<file path="config.mk">
export PLATFORM = sky130hd
export DESIGN_NAME = async_pram_ctl
export DESIGN_NICKNAME = d
export VERILOG_FILES = /design/src/rtl/apc_pkg.sv /design/src/rtl/apc_cycle_timer.sv /design/src/rtl/apc_sequencer.sv /design/src/rtl/apc_pin_drive.sv /design/src/rtl/async_pram_ctl.sv
export SDC_FILE = /design/constraint.sdc
export NUM_CORES = 1
export LEC_CHECK = 0
export ABC_AREA = 1
export BUFFER_PORTS_ARGS = -buffer_cell sky130_fd_sc_hd__clkbuf_2
export CAP_MARGIN = 20
export CORE_ASPECT_RATIO = 1.4
export CORE_MARGIN = 2
export CORE_UTILIZATION = 40
export CTS_CLUSTER_DIAMETER = 200
export DETAILED_ROUTE_END_ITERATION = 16
export GPL_ROUTABILITY_DRIVEN = 0
export HOLD_SLACK_MARGIN = 0.05
export PLACE_DENSITY = 0.77
export RECOVER_POWER = 100
export SETUP_SLACK_MARGIN = 0.3
export SLEW_MARGIN = 20
export SYNTH_ARGS = -nofsm -noshare
export SYNTH_HDL_FRONTEND = slang
export SYNTH_SLANG_ARGS = --single-unit
</file>
<file path="constraint.sdc">
create_clock -name clk -period 2 [get_ports clk]
set_clock_uncertainty 0.15 [all_clocks]
set_input_delay 0.6 -clock clk [delete_from_list [all_inputs] [get_ports clk]]
set_output_delay 0.6 -clock clk [all_outputs]
set_load 0.005 [all_outputs]
</file>
<file path="src/rtl/apc_pkg.sv">
package apc_pkg;

  // Phase of one memory cycle. The numeric encoding is internal only.
  typedef enum logic [2:0] {
    PH_IDLE    = 3'd0,
    PH_SETUP   = 3'd1,
    PH_ACCESS  = 3'd2,
    PH_HOLD    = 3'd3,
    PH_RECOVER = 3'd4
  } phase_e;

  // Length of one cycle: the cycle-time parameter, but never shorter
  // than the phases it has to contain.
  function automatic int total_cycles(int s, int a, int h, int c);
    int need;
    need = s + a + h + 1;
    return (c > need) ? c : need;
  endfunction

endpackage

</file>
<file path="src/rtl/apc_cycle_timer.sv">
module apc_cycle_timer #(
  parameter int CW = 4
) (
  input  logic          clk,
  input  logic          rst_n,
  input  logic          start,
  input  logic          busy,
  output logic [CW-1:0] elapsed
);

  // Cycles since acceptance: 0 in the first setup cycle.
  always_ff @(posedge clk) begin
    if (!rst_n)     elapsed <= '0;
    else if (start) elapsed <= '0;
    else if (busy)  elapsed <= elapsed + 1'b1;
  end

endmodule

</file>
<file path="src/rtl/apc_sequencer.sv">
module apc_sequencer
  import apc_pkg::*;
#(
  parameter int S_CYC = 1,
  parameter int A_CYC = 7,
  parameter int H_CYC = 1,
  parameter int T_CYC = 10,
  parameter int CW    = 4
) (
  input  logic          clk,
  input  logic          rst_n,
  input  logic          req_valid,
  input  logic [CW-1:0] elapsed,
  output phase_e        phase_q,
  output phase_e        phase_d,
  output logic          start,
  output logic          last_access
);

  localparam logic [CW-1:0] E_ACC  = CW'(S_CYC);
  localparam logic [CW-1:0] E_HOLD = CW'(S_CYC + A_CYC);
  localparam logic [CW-1:0] E_REC  = CW'(S_CYC + A_CYC + H_CYC);
  localparam logic [CW-1:0] E_LACC = CW'(S_CYC + A_CYC - 1);
  localparam logic [CW-1:0] E_LAST = CW'(T_CYC - 1);

  logic [CW-1:0] e_next;

  // The next phase is decoded from the elapsed count it will have.
  always_comb begin
    start  = (phase_q == PH_IDLE) && req_valid;
    e_next = start ? '0 : elapsed + 1'b1;
    if (phase_q == PH_IDLE && !start)
      phase_d = PH_IDLE;
    else if (phase_q != PH_IDLE && elapsed == E_LAST)
      phase_d = PH_IDLE;
    else if (e_next < E_ACC)
      phase_d = PH_SETUP;
    else if (e_next < E_HOLD)
      phase_d = PH_ACCESS;
    else if (e_next < E_REC)
      phase_d = PH_HOLD;
    else
      phase_d = PH_RECOVER;
  end

  assign last_access = (phase_q == PH_ACCESS) && (elapsed == E_LACC);

  always_ff @(posedge clk) begin
    if (!rst_n) phase_q <= PH_IDLE;
    else        phase_q <= phase_d;
  end

endmodule

</file>
<file path="src/rtl/apc_pin_drive.sv">
module apc_pin_drive
  import apc_pkg::*;
#(
  parameter int AW = 19,
  parameter int DW = 8
) (
  input  logic          clk,
  input  logic          rst_n,
  input  logic          start,
  input  logic          last_access,
  input  phase_e        phase_d,
  input  logic          req_write,
  input  logic [AW-1:0] req_addr,
  input  logic [DW-1:0] req_wdata,
  input  logic [DW-1:0] mem_dq_in,
  output logic          rsp_valid,
  output logic [DW-1:0] rsp_rdata,
  output logic          mem_sel_n,
  output logic          mem_sel_p,
  output logic          mem_oe_n,
  output logic          mem_we_n,
  output logic [AW-1:0] mem_addr,
  output logic [DW-1:0] mem_dq_out,
  output logic          mem_dq_oe
);

  logic wr_q, wr_nxt, sel_d, acc_d;

  // The memory pins are asynchronous, so every one of them comes from a
  // flop, loaded from the next phase at the edge the phase changes.
  always_comb begin
    wr_nxt = start ? req_write : wr_q;
    acc_d  = (phase_d == PH_ACCESS);
    sel_d  = acc_d || (phase_d == PH_HOLD);
  end

  always_ff @(posedge clk) begin
    if (!rst_n) begin
      wr_q       <= 1'b0;
      mem_addr   <= '0;
      mem_dq_out <= '0;
    end else if (start) begin
      wr_q       <= req_write;
      mem_addr   <= req_addr;
      mem_dq_out <= req_wdata;
    end
  end

  always_ff @(posedge clk) begin
    if (!rst_n) begin
      mem_sel_n <= 1'b1;
      mem_sel_p <= 1'b0;
      mem_we_n  <= 1'b1;
      mem_oe_n  <= 1'b1;
      mem_dq_oe <= 1'b0;
    end else begin
      mem_sel_n <= !sel_d;
      mem_sel_p <= sel_d;
      mem_we_n  <= !(acc_d && wr_nxt);
      mem_oe_n  <= !(acc_d && !wr_nxt);
      mem_dq_oe <= sel_d && wr_nxt;
    end
  end

  always_ff @(posedge clk) begin
    if (!rst_n) begin
      rsp_valid <= 1'b0;
      rsp_rdata <= '0;
    end else begin
      rsp_valid <= last_access;
      if (last_access && !wr_q) rsp_rdata <= mem_dq_in;
    end
  end

endmodule

</file>
<file path="src/rtl/async_pram_ctl.sv">
module async_pram_ctl
  import apc_pkg::*;
#(
  parameter int ADDR_W     = 19,
  parameter int DATA_W     = 8,
  parameter int SETUP_CYC  = 1,
  parameter int ACCESS_CYC = 7,
  parameter int HOLD_CYC   = 1,
  parameter int CYCLE_CYC  = 7
) (
  input  logic              clk,
  input  logic              rst_n,
  input  logic              req_valid,
  output logic              req_ready,
  input  logic              req_write,
  input  logic [ADDR_W-1:0] req_addr,
  input  logic [DATA_W-1:0] req_wdata,
  output logic              rsp_valid,
  output logic [DATA_W-1:0] rsp_rdata,
  output logic              mem_sel_n,
  output logic              mem_sel_p,
  output logic              mem_oe_n,
  output logic              mem_we_n,
  output logic [ADDR_W-1:0] mem_addr,
  output logic [DATA_W-1:0] mem_dq_out,
  output logic              mem_dq_oe,
  input  logic [DATA_W-1:0] mem_dq_in
);

  localparam int A_EFF = (ACCESS_CYC < 1) ? 1 : ACCESS_CYC;
  localparam int H_EFF = (HOLD_CYC < 1) ? 1 : HOLD_CYC;
  localparam int T_CYC = total_cycles(SETUP_CYC, A_EFF, H_EFF, CYCLE_CYC);
  localparam int CW    = $clog2(T_CYC + 1);

  phase_e        phase_q, phase_d;
  logic          start, last_access;
  logic [CW-1:0] elapsed;

  apc_cycle_timer #(.CW(CW)) u_timer (
    .clk     (clk),
    .rst_n   (rst_n),
    .start   (start),
    .busy    (phase_q != PH_IDLE),
    .elapsed (elapsed)
  );

  apc_sequencer #(
    .S_CYC (SETUP_CYC),
    .A_CYC (A_EFF),
    .H_CYC (H_EFF),
    .T_CYC (T_CYC),
    .CW    (CW)
  ) u_seq (
    .clk         (clk),
    .rst_n       (rst_n),
    .req_valid   (req_valid),
    .elapsed     (elapsed),
    .phase_q     (phase_q),
    .phase_d     (phase_d),
    .start       (start),
    .last_access (last_access)
  );

  apc_pin_drive #(.AW(ADDR_W), .DW(DATA_W)) u_pins (
    .clk         (clk),
    .rst_n       (rst_n),
    .start       (start),
    .last_access (last_access),
    .phase_d     (phase_d),
    .req_write   (req_write),
    .req_addr    (req_addr),
    .req_wdata   (req_wdata),
    .mem_dq_in   (mem_dq_in),
    .rsp_valid   (rsp_valid),
    .rsp_rdata   (rsp_rdata),
    .mem_sel_n   (mem_sel_n),
    .mem_sel_p   (mem_sel_p),
    .mem_oe_n    (mem_oe_n),
    .mem_we_n    (mem_we_n),
    .mem_addr    (mem_addr),
    .mem_dq_out  (mem_dq_out),
    .mem_dq_oe   (mem_dq_oe)
  );

  assign req_ready = (phase_q == PH_IDLE);

endmodule

</file>
==> results.txt, run 1 <==
- Synthesized cell area: 1840 um^2
* Die height: 84.2 um
- Of the available clock period, the critical path in the final layout requires 0.937.
- The floorplan step defined a die boundary enclosing 5160 um^2.
- Signed area change from the synthesized netlist to the final layout: 34.4%
* CP peak stage delay: 0.45 ns
- Detailed-route wire length per cell: between 10 and 15 um
* Residual overflow from global routing: 0
* Length of the first detailed-routing pass in iterations: 4
- The worst-case IR drop observed on VDD is 0.583 mV.
* Fin nets: 363
* First-pass GRT wire length: 6980 um
* Pin count of the biggest net entering global routing: 28
- Most common flop cell mapped by yosys: dfxtp_1
- Crit end category: register
* Share of post-route cells with drive strength above 1: 0.285
- Critical path class: reg -> reg
- The first routing iteration left slightly below 90 violations.
- Average via count per standard cell: between 4 and 5
* Commonest non-fill, non-tap cell in the layout: nand2_1
* Count of buffer and inverter cells on the critical path: 1
* Total setup violations reported at the end of the flow: 0
* Maximum Capacitance Violations: 0
- Of the post-synthesis cell area, the dominant cell type holds 0.534.
- CP max-delay cell: dfxtp_1
* Yosys reg bits: between 40 and 50
- Post-Route Utilization: 0.554
* Total power consumption of the routed design: 2460 uW
- Setup slack on the critical path of the routed design comes to 0.125 ns.
- For this configuration, the core starts out at a cell density of 0.412.
- Hold buffer count at CTS: 0
- The library cells used most frequently in the layout, excluding fill and tap cells, are 84 x nand2_1, 62 x clkbuf_2, 47 x dfxtp_1.
* Net count of the mapped netlist: 274
- Worst Setup Slack post-DPL: around 0.28 ns
* Slew at the pin closest to its max-slew limit: 0.349 ns
* Cell count after synthesis: 233
* Count of flip-flops with a built-in enable after synthesis: 0
- During synthesis, Yosys emitted a total of 0 warnings.
- Main area contributors after synthesis: dfxtp_1 53%, nand2_1 17%, a21oi_1 11%
- Clk pin slew, worst setup/hold paths: 0.09 ns
* Delay-heaviest family, CP: simple AND/OR/NAND/NOR gates
- Number of buffers created by CTS: 5
* CP Data Arrival Time: between 1.5 and 2 ns
- During I/O placement, the number of pins put on the boundary was 81.
- Max Slew Vio Count: 0
- The initialized floorplan defines 29 standard-cell rows.
- CTS tree: yes
- Setup repair after global routing could not meet its margin everywhere.
- The clock net in this run drives a total of 49 sinks.
- In this run the worst path has a maximum fanout of 10.
- Slew HR: 0.766
- The later pin in the worst-skew pair is clocked with a latency of 0.30 ns.
- Unique cell type count in the Yosys netlist: 24
* FMAX: between 0.5 and 0.6 GHz
- Register area share after synthesis: 0.534
- The clock tree synthesis step divided the H-tree into 2 levels.
* Worst Hold Class: reg -> reg
- Post-route setup TNS: 0 ns
- CP startpoint kind: register
- Final antenna diode count: 0
- The tree is rooted in a clkbuf_8.
- Global-route total usage across every layer: 0.177
* Half-perimeter wire length after detailed placement: 3190 um
- Once detail routing completed, the nets flagged for antenna violations numbered 0.
* Required time reported for the critical path endpoint: 2.06 ns
- Number of buffers on the longest clock path: 2
* Library cell occupying the most area in the post-synthesis netlist: dfxtp_1
* Cell leakage power: 0.00110 uW
- Power per standard cell area: about 1000 nW/um^2
- Vias in the first global route: 1669
- IO buf count: 80
* Final Routed Wirelength: 4460 um
- The run finished with clean final reports.
- For this run, design rule violations remaining after detail routing come to 0.
- Of all flip-flops after synthesis, the portion carrying an async set or reset was 0.
- The routed layout has 1800 vias.
- Walking the worst path, the cells encountered are ha_1 > nand2_2 > nor3_1 > buf_12 > nand4_1 > a21oi_1.
- Horizontal die dimension: 61.3 um
- After layout, the minimum clock period comes to approximately 1.9 ns.
- The number of hold violations in the final report came to 0.
- The average instance in the mapped netlist occupies between 7 and 8 um^2.
- The initial antenna violation count came to 0.
- Core area: 4460 um^2
-- flip-flops by register name, indices dropped and copies added (netlist names) --
signal	flops
u_pins.mem_addr	19
u_pins.mem_dq_oe	1
u_pins.mem_dq_out	8
u_pins.mem_oe_n	1
u_pins.mem_sel_n	1
u_pins.mem_sel_p	1
u_pins.mem_we_n	1
u_pins.rsp_rdata	8
u_pins.rsp_valid	1
u_pins.wr_q	1
u_seq.phase_q	3
u_timer.elapsed	4
-- metrics by stage --
step / hold slack, ns / instances / cell area (um^2)
after floorplan: 0.307 / 233 / 1840
final: 0.317 / 385 / 2470
after global routing: 0.339 / 385 / 2470
after CTS: 0.319 / 382 / 2480
after detailed placement: 0.305 / 370 / 2310
after global placement: 0.302 / 370 / 2310
-- layer usage --
layer	GRT usage	wire length, um	vias up
met1	0.186	1720	806
met5	0	0	-
met2	0.316	2390	52
met3	0.0478	260	8
li1	-	-	934
met4	0.0751	77	0
-- synthesized netlist by cell type, types with 2 or more instances --
library cell	number
dfxtp_1	49
buf_2	3
nand2_1	85
ha_1	2
inv_1	12
clkinv_1	2
nand3_1	5
clkbuf_1	3
nor2_2	2
nor2_1	6
buf_4	3
a21oi_1	39
nand4_1	10
nor3_1	2
-- power by group --
group / leakage, uW / switching (uW) / internal [uW] / total [uW]
clock network: 0.0000543 / 329 / 374 / 703
logic: 0.000641 / 355 / 262 / 617
registers: 0.000402 / 56.3 / 1080 / 1140
-- worst reg2reg max path: cells and delay by family, from the launching register on --
family / cells / cell delay, ns
compound gates: 1 / 0.26
fa+ha+maj: 1 / 0.22
buf+inv: 1 / 0.17
simple gates: 3 / 0.54
flops: 1 / 0.45
-- what timing repair did --
item	CTS	global route
buffers inserted	4	3
endpoints found under the setup margin	9	36
pin swaps	3	2
gates resized for setup	5	5
-- cell type report --
class | instances | area [um^2]
clock inverters | 3 | 46.3
fillers | 452 | 1990
multi-input cells | 160 | 749
clock buffers | 5 | 68.8
repair buffers | 92 | 493
inverters | 14 | 52.6
well taps | 62 | 77.6
flip-flops and latches | 49 | 983
-- logic make-up after synthesis --
logic type / Yosys count / synth area share
buffers and inverters: 24 / 0.0572
AOI/OAI and AO/OA: 42 / 0.116
adders and majority gates: 2 / 0.0136
DFF: 49 / 0.534
and+or+nand+nor: 116 / 0.280
-- worst paths after layout --
check | start | to | slack [ns] | depth (start not counted)
setup / recovery | u_timer.elapsed[0] | u_pins.rsp_rdata[0] | 0.13 | 6
hold / removal | u_pins.mem_dq_out[5] | u_pins.mem_dq_out[5] | 0.32 | 2
setup reg to reg | u_timer.elapsed[0] | u_pins.rsp_rdata[0] | 0.13 | 6
hold reg to reg | u_pins.mem_dq_out[5] | u_pins.mem_dq_out[5] | 0.32 | 2
Power figures use the tool's default switching activity.
==> run 2: changes to the inputs <==
- CTS_BUF_LIST: unset -> sky130_fd_sc_hd__clkbuf_16
==> results.txt, run 2 (same netlist as run 1, synthesis figures left out) <==
- The number of port buffers was 80 (unchanged).
- The path with the worst hold slack has its endpoint at u_pins.mem_dq_out[5].
* Worst reg-to-reg setup slack: 0.22 ns (+0.09 ns)
- The die area is 5160 um^2 (unchanged).
- Max reg flops: 19 (unchanged)
- Residual overflow from global routing: 0 (unchanged)
- The setup TNS was 0 ns (unchanged).
- Flip-flop and latch area: 982 um^2 (-0.13%)
- Result of the run: finished, final reports clean
- Ratio of final minimum period to clock period: 0.912 (-0.0250)
- The number of nets in the final layout is 362 (-0.28%).
- The routed wire length per instance came to 11.8 um (+2.3%).
- The setup path with the least slack is of type reg -> out.
* Filler instances: 449 (-0.66%)
* Max Slew Vio Count: 0 (unchanged)
- Core area: 4460 um^2 (unchanged)
* Cell leakage power: 0.00112 uW (+2.0%)
- The placement row count was 29 (unchanged).
- CTS tree: yes
- CP Data Arrival Time: 1.07 ns (-0.86 ns)
* Skew-Pair Late Insertion Delay: 0.28 ns (-0.02 ns)
* Number of antenna violations at the first check in global routing: 0 (unchanged)
* Horizontal die dimension: 61.3 um (unchanged)
- Area of the multi-input gates: 756 um^2 (+0.83%)
- First-pass GRT wire length: 7110 um (+2.0%)
* Top library cells by usage in the layout, fill and taps aside: 86 x nand2_1, 62 x clkbuf_2, 48 x dfxtp_1
- STA classifies the critical path endpoint as a primary output.
- The per-cell via count in the routed design came to 4.70 (+0.48%).
- The number of DRC markers after the initial detailed-route iteration is 89 (+1.1%).
- The worst-path maximum fanout came to 2 (-8).
- The fraction of layout cells with a size suffix above 1 came to 0.276 (-0.00843).
- Cell chosen for the clock root: clkbuf_16
* Unrepaired setup endpoints after global routing: true
- Worst Hold Launch: u_pins.mem_dq_out[5]
- Global-route total usage across every layer: 0.181 (+0.00363)
* Die height: 84.2 um (unchanged)
- The clock edge transition at the registers on the reported setup and hold paths is 0.07 ns (-0.02 ns).
- The number of hold violations in the final report is 0 (unchanged).
- Pin count of the biggest net entering global routing: 28 (unchanged)
* Number of buffers created by CTS: 5 (unchanged)
* Worst-case reg-to-reg path depth: 6 (unchanged)
- The via total after detailed routing is 1804 (+0.22%).
- Largest registers: u_pins.mem_addr x19, u_pins.mem_dq_out x8, u_pins.rsp_rdata x8
- Half-perimeter wire length after detailed placement: 3190 um (unchanged)
* Power per standard cell area: 1070 nW/um^2 (+7.3%)
- WHS Path Cells: 2 (unchanged)
* Worst vdd ir: 0.750 mV (+29%)
- The clock period minus worst slack came to 1.82 ns (-0.0500 ns).
* Total setup violations reported at the end of the flow: 0 (unchanged)
* Final antenna diode count: 0 (unchanged)
- The number of max-capacitance violations reported came to 0 (unchanged).
- The clock net sink count is 49 (unchanged).
- Worst reg2reg startpoint: u_timer.elapsed[0]
- The residual DRC count came to 0 (unchanged).
* Worst reg2reg endpoint: u_pins.rsp_rdata[0]
- The maximum frequency from static timing analysis came to 0.548 GHz (+2.7%).
- The number of global-route vias before repair is 1658 (-0.66%).
- The effective utilization at floorplan is 0.412 (unchanged).
- Required time reported for the critical path endpoint: 1.25 ns (-0.81 ns)
- The area growth from synthesis to layout is 37.4%.
* Final Routed Wirelength: 4550 um (+2.1%)
- CP startpoint kind: register
* Count of boundary I/O pins: 81 (unchanged)
- Length of the first detailed-routing pass in iterations: 4 (unchanged)
- The relative slew slack is 0.771 (+0.00575).
- H-tree levels: 2 (unchanged)
- Ranked by flip-flop count, first place goes to u_pins.mem_addr.
- Worst Hold Class: reg -> reg
- The largest buffer count on any clock path was 2 (unchanged).
- The transition time at the pin with the least slew margin is 0.341 ns (-0.00804 ns).
- The remaining antenna violation count was 0 (unchanged).
- The smallest hold slack was 0.312 ns (-0.00433 ns).
- Commonest non-fill, non-tap cell in the layout: nand2_1
## run 2: changes by cell type in the layout (fill, tap and decap cells not counted)
cell       delta
buf_4         -2
clkbuf_16     +5
clkbuf_4      +1
clkbuf_8      -5
dfxtp_1       +1
dfxtp_2       -1
nand2_1       +2
nand2_2       -2
nor3_1        -1
nor3_4        +1
## run 2: repair_timing
item                                   4_1_cts  5_1_grt
endpoints found under the hold margin        0        0
setup endpoints to repair                    9       13
hold buffers                                 0        0
pin swaps                                    3        2
buffers inserted                             3        3
resized for setup                            3        8
cloned                                       0        0
## run 2: cell type report
class | instances | area share
Timing Repair Buffer | 91 | 0.192
Inverter | 14 | 0.0208
Multi-Input combinational cell | 160 | 0.299
Tap cell | 62 | 0.0307
Clock buffer | 5 | 0.0496
Sequential cell | 49 | 0.389
Clock inverter | 3 | 0.0183
## run 2: worst max-delay path, cell delays in order (launching register included)
cell and delay, ns:
dfxtp_1 0.30, nor2_1 0.16, nand2_1 0.14, inv_2 0.08, clkbuf_2 0.10
## run 2: where the power goes
group	internal [uW]	total, uW	switching, uW
clock network	591	939	348
logic	250	613	363
registers	1080	1140	58.4
## run 2: through the flow
step	total power (uW)	util	cell area, um^2	cells	setup slack, ns
5_1_grt	2850	0.566	2520	384	0.122
2_1_floorplan	1500	-	1840	233	0.453
4_1_cts	2700	0.565	2520	381	0.274
3_5_place_dp	1720	0.518	2310	370	0.277
3_3_place_gp	1710	0.518	2310	370	0.352
6_report	2690	0.566	2520	384	0.175
## run 2: layer usage
metal  wire length [um]  vias to the layer above  global-route usage
li1                   -                      930                   -
met1               1800                      812               0.196
met2               2440                       54               0.329
met3                241                        8              0.0478
met4                 74                        0              0.0534
met5                  0                        -                   0
## run 2: worst max-delay path by stage
stage	startpoint	to	slack [ns]	cells after the start
4_1_cts	u_seq.phase_q[2]	req_ready	0.27	4
2_1_floorplan	u_timer.elapsed[0]	u_pins.rsp_rdata[0]	0.45	6
3_5_place_dp	u_timer.elapsed[0]	u_pins.rsp_rdata[3]	0.28	6
6_report	u_seq.phase_q[0]	req_ready	0.18	4
3_3_place_gp	u_seq.phase_q[1]	req_ready	0.35	4
5_1_grt	u_seq.phase_q[0]	req_ready	0.12	4
==> run 3: changes to the inputs <==
- ABC_AREA: 1 -> 0
- PLACE_DENSITY: 0.77 -> 0.76
==> results.txt, run 3 <==
- Clk pin slew, worst setup/hold paths: 0.06 ns (about the same)
* Number of antenna violations at the first check in global routing: 0 (unchanged)
* Yosys reg bits: 49 (unchanged)
- Core Rows: 30 (+3.4%)
- In this run the clock root is driven by a clkbuf_16.
- Count of boundary I/O pins: 81 (unchanged)
- Yosys warning count: 0 (unchanged)
* Sinks on Clock Net: 49 (unchanged)
- The count of mapped cells out of synthesis came to 200 (-14%).
- The number of synthesized flops with an enable pin was 0 (unchanged).
- The slowest stage of the critical path is the or3_4 cell.
* Max Slew Vio Count: 0 (unchanged)
* Final antenna diode count: 0 (unchanged)
* Required time reported for the critical path endpoint: 1.25 ns (about the same)
- Final ANT Viol Nets: 0 (unchanged)
- The relative slew slack came to 0.733 (-0.0381).
- The xor-xnor portion of the synthesized cell area was 0.0176 (+0.0176).
* Register area share after synthesis: 0.494 (-0.0400)
- The post-synthesis net count came to 241 (-12%).
* Power per standard cell area: 893 nW/um^2 (-16%)
- Core area: 4800 um^2 (+7.7%)
* Number of buffers created by CTS: 5 (unchanged)
* Delay-heaviest family, CP: simple AND/OR/NAND/NOR gates
* Worst Hold Class: reg -> reg
- Main area contributors after synthesis: dfxtp_1 49%, a21boi_2 11%, nand2_1 10%
* Total via count in the routed design: 1626 (-9.9%)
- Critical path class: reg -> out
- H-tree levels: 2 (unchanged)
* DRC violation count after routing: 0 (unchanged)
- TritonCTS built the clock tree.
- Post-synthesis share of cell area spent on and, or, nand and nor gates: 0.223 (-0.0569)
* Most common flop cell mapped by yosys: dfxtp_1
- Cell leakage power: 0.00116 uW (+3.9%)
- Share of post-route cells with drive strength above 1: 0.352 (+0.0753)
* Die height: 87.4 um (+3.8%)
* Pin count of the biggest net entering global routing: 28 (unchanged)
* Ratio of final minimum period to clock period: 0.954 (+0.0421)
* Crit path cell chain: or3_4 > clkinv_4 > clkbuf_2
- The largest registers in the layout are u_pins.mem_addr x19, u_pins.mem_dq_out x8, u_pins.rsp_rdata x8.
- Fin nets: 330 (-8.8%)
* Length of the first detailed-routing pass in iterations: 4 (unchanged)
- The global-route usage over all layers was 0.162 (-0.0189).
- Count of buffer and inverter cells on the critical path: 2 (unchanged)
- The placed wire-length estimate is 3000 um (-6.2%).
* Floorplan die area: 5550 um^2 (+7.6%)
- The number of port buffers was 80 (unchanged).
* Starting Density: 0.414 (+0.00171)
* Synthesized cell area: 1990 um^2 (+8.1%)
- Filler instances: 498 (+11%)
- Sorting the synthesized cells by how often they occur yields 53 x nand2_1, 49 x dfxtp_1, 20 x a21boi_2.
* Average via count per standard cell: 4.59 (-2.2%)
- The number of cells in the design after placement is 338 (-8.6%).
- Signed area change from the synthesized netlist to the final layout: 30.4%
* CP startpoint kind: register
- Yosys instantiated no cell more often than nand2_1.
- In the layout the commonest cells are 66 x clkbuf_2, 53 x nand2_1, 47 x dfxtp_1.
- Yosys top cell area share: 0.494 (-0.0400)
- Maximum Capacitance Violations: 0 (unchanged)
- The later-pin clock latency in the skew report was 0.28 ns (about the same).
- The utilization after layout came to 0.539 (-0.0264).
* Crit end category: primary output
* Detailed-route wire length per cell: 13.0 um (+10%)
- Relative contribution of combinational cells to total power: 0.147 (-0.080)
- The number of buffers inserted for hold repair after clock tree synthesis came to 0 (unchanged).
- Critical Path Fanout Max: 2 (unchanged)
- The post-synthesis share of cell area spent on full adders, half adders and majority gates is 0.0126 (-0.00102).
* CP Data Arrival Time: 1.16 ns (+0.09 ns)
- Unique cell type count in the Yosys netlist: 35 (+46%)
- Share of synthesized flip-flops with an asynchronous set or reset: 0 (unchanged)
- Vias in the first global route: 1603 (-3.3%)
* Total setup violations reported at the end of the flow: 0 (unchanged)
* Max reg flops: 19 (unchanged)
* Fraction of power consumed by the clock network: 0.392 (+0.043)
- Final Routed Wirelength: 4620 um (+1.5%)
* Switching power as a share of total power: 0.233 (-0.0529)
- Library cell occupying the most area in the post-synthesis netlist: dfxtp_1
- Worst vdd ir: 0.453 mV (-40%)
- CP peak stage delay: 0.40 ns (+0.10 ns)
* Hold Vio Cnt, Final: 0 (unchanged)
- The setup TNS was 0 ns (unchanged).
- The global-route wire length before repair is 6950 um (-2.3%).
- Slew at the pin closest to its max-slew limit: 0.397 ns (+0.0564 ns)
- The library cell used most frequently in the layout, excluding fill and tap cells, is clkbuf_2.
- The number of DRC markers after the initial detailed-route iteration came to 99 (+11%).
* Unrepaired setup endpoints after global routing: true
- The die extent in x is 63.6 um (+3.7%).
- Portion of netlist area occupied by mux cells: 0.0453 (+0.0453)
- More flip-flops sit in one register than any other, and that register is u_pins.mem_addr.
- The total net switching power was 538 uW (-30%).
- Number of buffers on the longest clock path: 2 (unchanged)
- The flow ran to the end, and the final reports show no timing, DRC or antenna violations.
- The register share of total power was 0.461 (+0.037).
- The non-filler instance count after layout is 354 (-7.8%).
- The mean instance size in the synthesized netlist is 9.93 um^2 (+26%).
* Int Power: 1780 uW (-7.8%)
- Dominant combinational cell family by area after synthesis: simple AND/OR/NAND/NOR gates
- The maximum frequency from static timing analysis was 0.524 GHz (-4.4%).
* Residual overflow from global routing: 0 (unchanged)
* Minimum period implied by the final worst setup slack: 1.91 ns (+0.0843 ns)
- The complex-gate fraction of the synthesized area was 0.156 (+0.0398).
-- run 3: worst reg2reg max path, stage by stage (launching register included) --
cell and delay (ns):
dfxtp_1 0.31, clkbuf_1 0.14, or4b_1 0.63, clkbuf_4 0.31, and3_1 0.22
-- run 3: final timing paths --
path                 startpoint                 end  slack (ns)  cells after the start
max            u_seq.phase_q[1]           req_ready        0.09                      3
min          u_pins.mem_addr[0]  u_pins.mem_addr[0]        0.31                      2
max reg2reg    u_seq.phase_q[2]  u_timer.elapsed[0]        0.14                      4
min reg2reg  u_pins.mem_addr[0]  u_pins.mem_addr[0]        0.31                      2
-- run 3: cell type report --
cell class	count	area [um^2]	area share
inverter	2	12.5	0.00483
timing repair buffer	90	450	0.174
multi-input combinational	141	900	0.347
sequential	49	986	0.380
clock inverter	3	37.5	0.0145
clock buffer	5	125	0.0483
tap	64	80.1	0.0309
-- run 3: layer usage --
layer / vias up / GRT usage / share of wire
li1: 838 / - / -
met1: 748 / 0.160 / 0.41
met2: 36 / 0.310 / 0.55
met3: 4 / 0.0375 / 0.033
met4: 0 / 0.0870 / 0.010
met5: - / 0 / 0
-- run 3: kinds of logic after synthesis --
| kind of cell | count (synthesis) |
|---|---|
| multiplexers | 9 |
| XOR/XNOR | 4 |
| AND/OR/NAND/NOR | 91 |
| adder cells (fa/ha/maj) | 2 |
| buffers and inverters | 13 |
| AO/OA/AOI/OAI | 32 |
| flip-flops | 49 |
-- run 3: per-stage QoR --
stage                     setup WS (ns)  hold slack [ns]  area, um^2  power [uW]
after global routing             0.0399            0.331        2590        2430
after floorplan                   0.253            0.308        2000        1310
final                            0.0910            0.313        2590        2310
after global placement            0.103            0.303        2410        1400
after CTS                        0.0812            0.315        2640        2360
after detailed placement         0.0891            0.307        2410        1410
-- run 3: what timing repair did --
action                                  CTS  global route
gates cloned                              1             2
buffers inserted                          4             1
endpoints found under the setup margin   20            34
pin swaps                                 2             1
resized for setup                        10            15
-- run 3: power groups by stage --
stage	Clock, uW	Sequential [uW]	Combinational [uW]
after CTS	938	1070	354
after detailed placement	0	1090	321
after global placement	0	1090	315
final	907	1070	340
after global routing	979	1070	379
after floorplan	0	1090	213
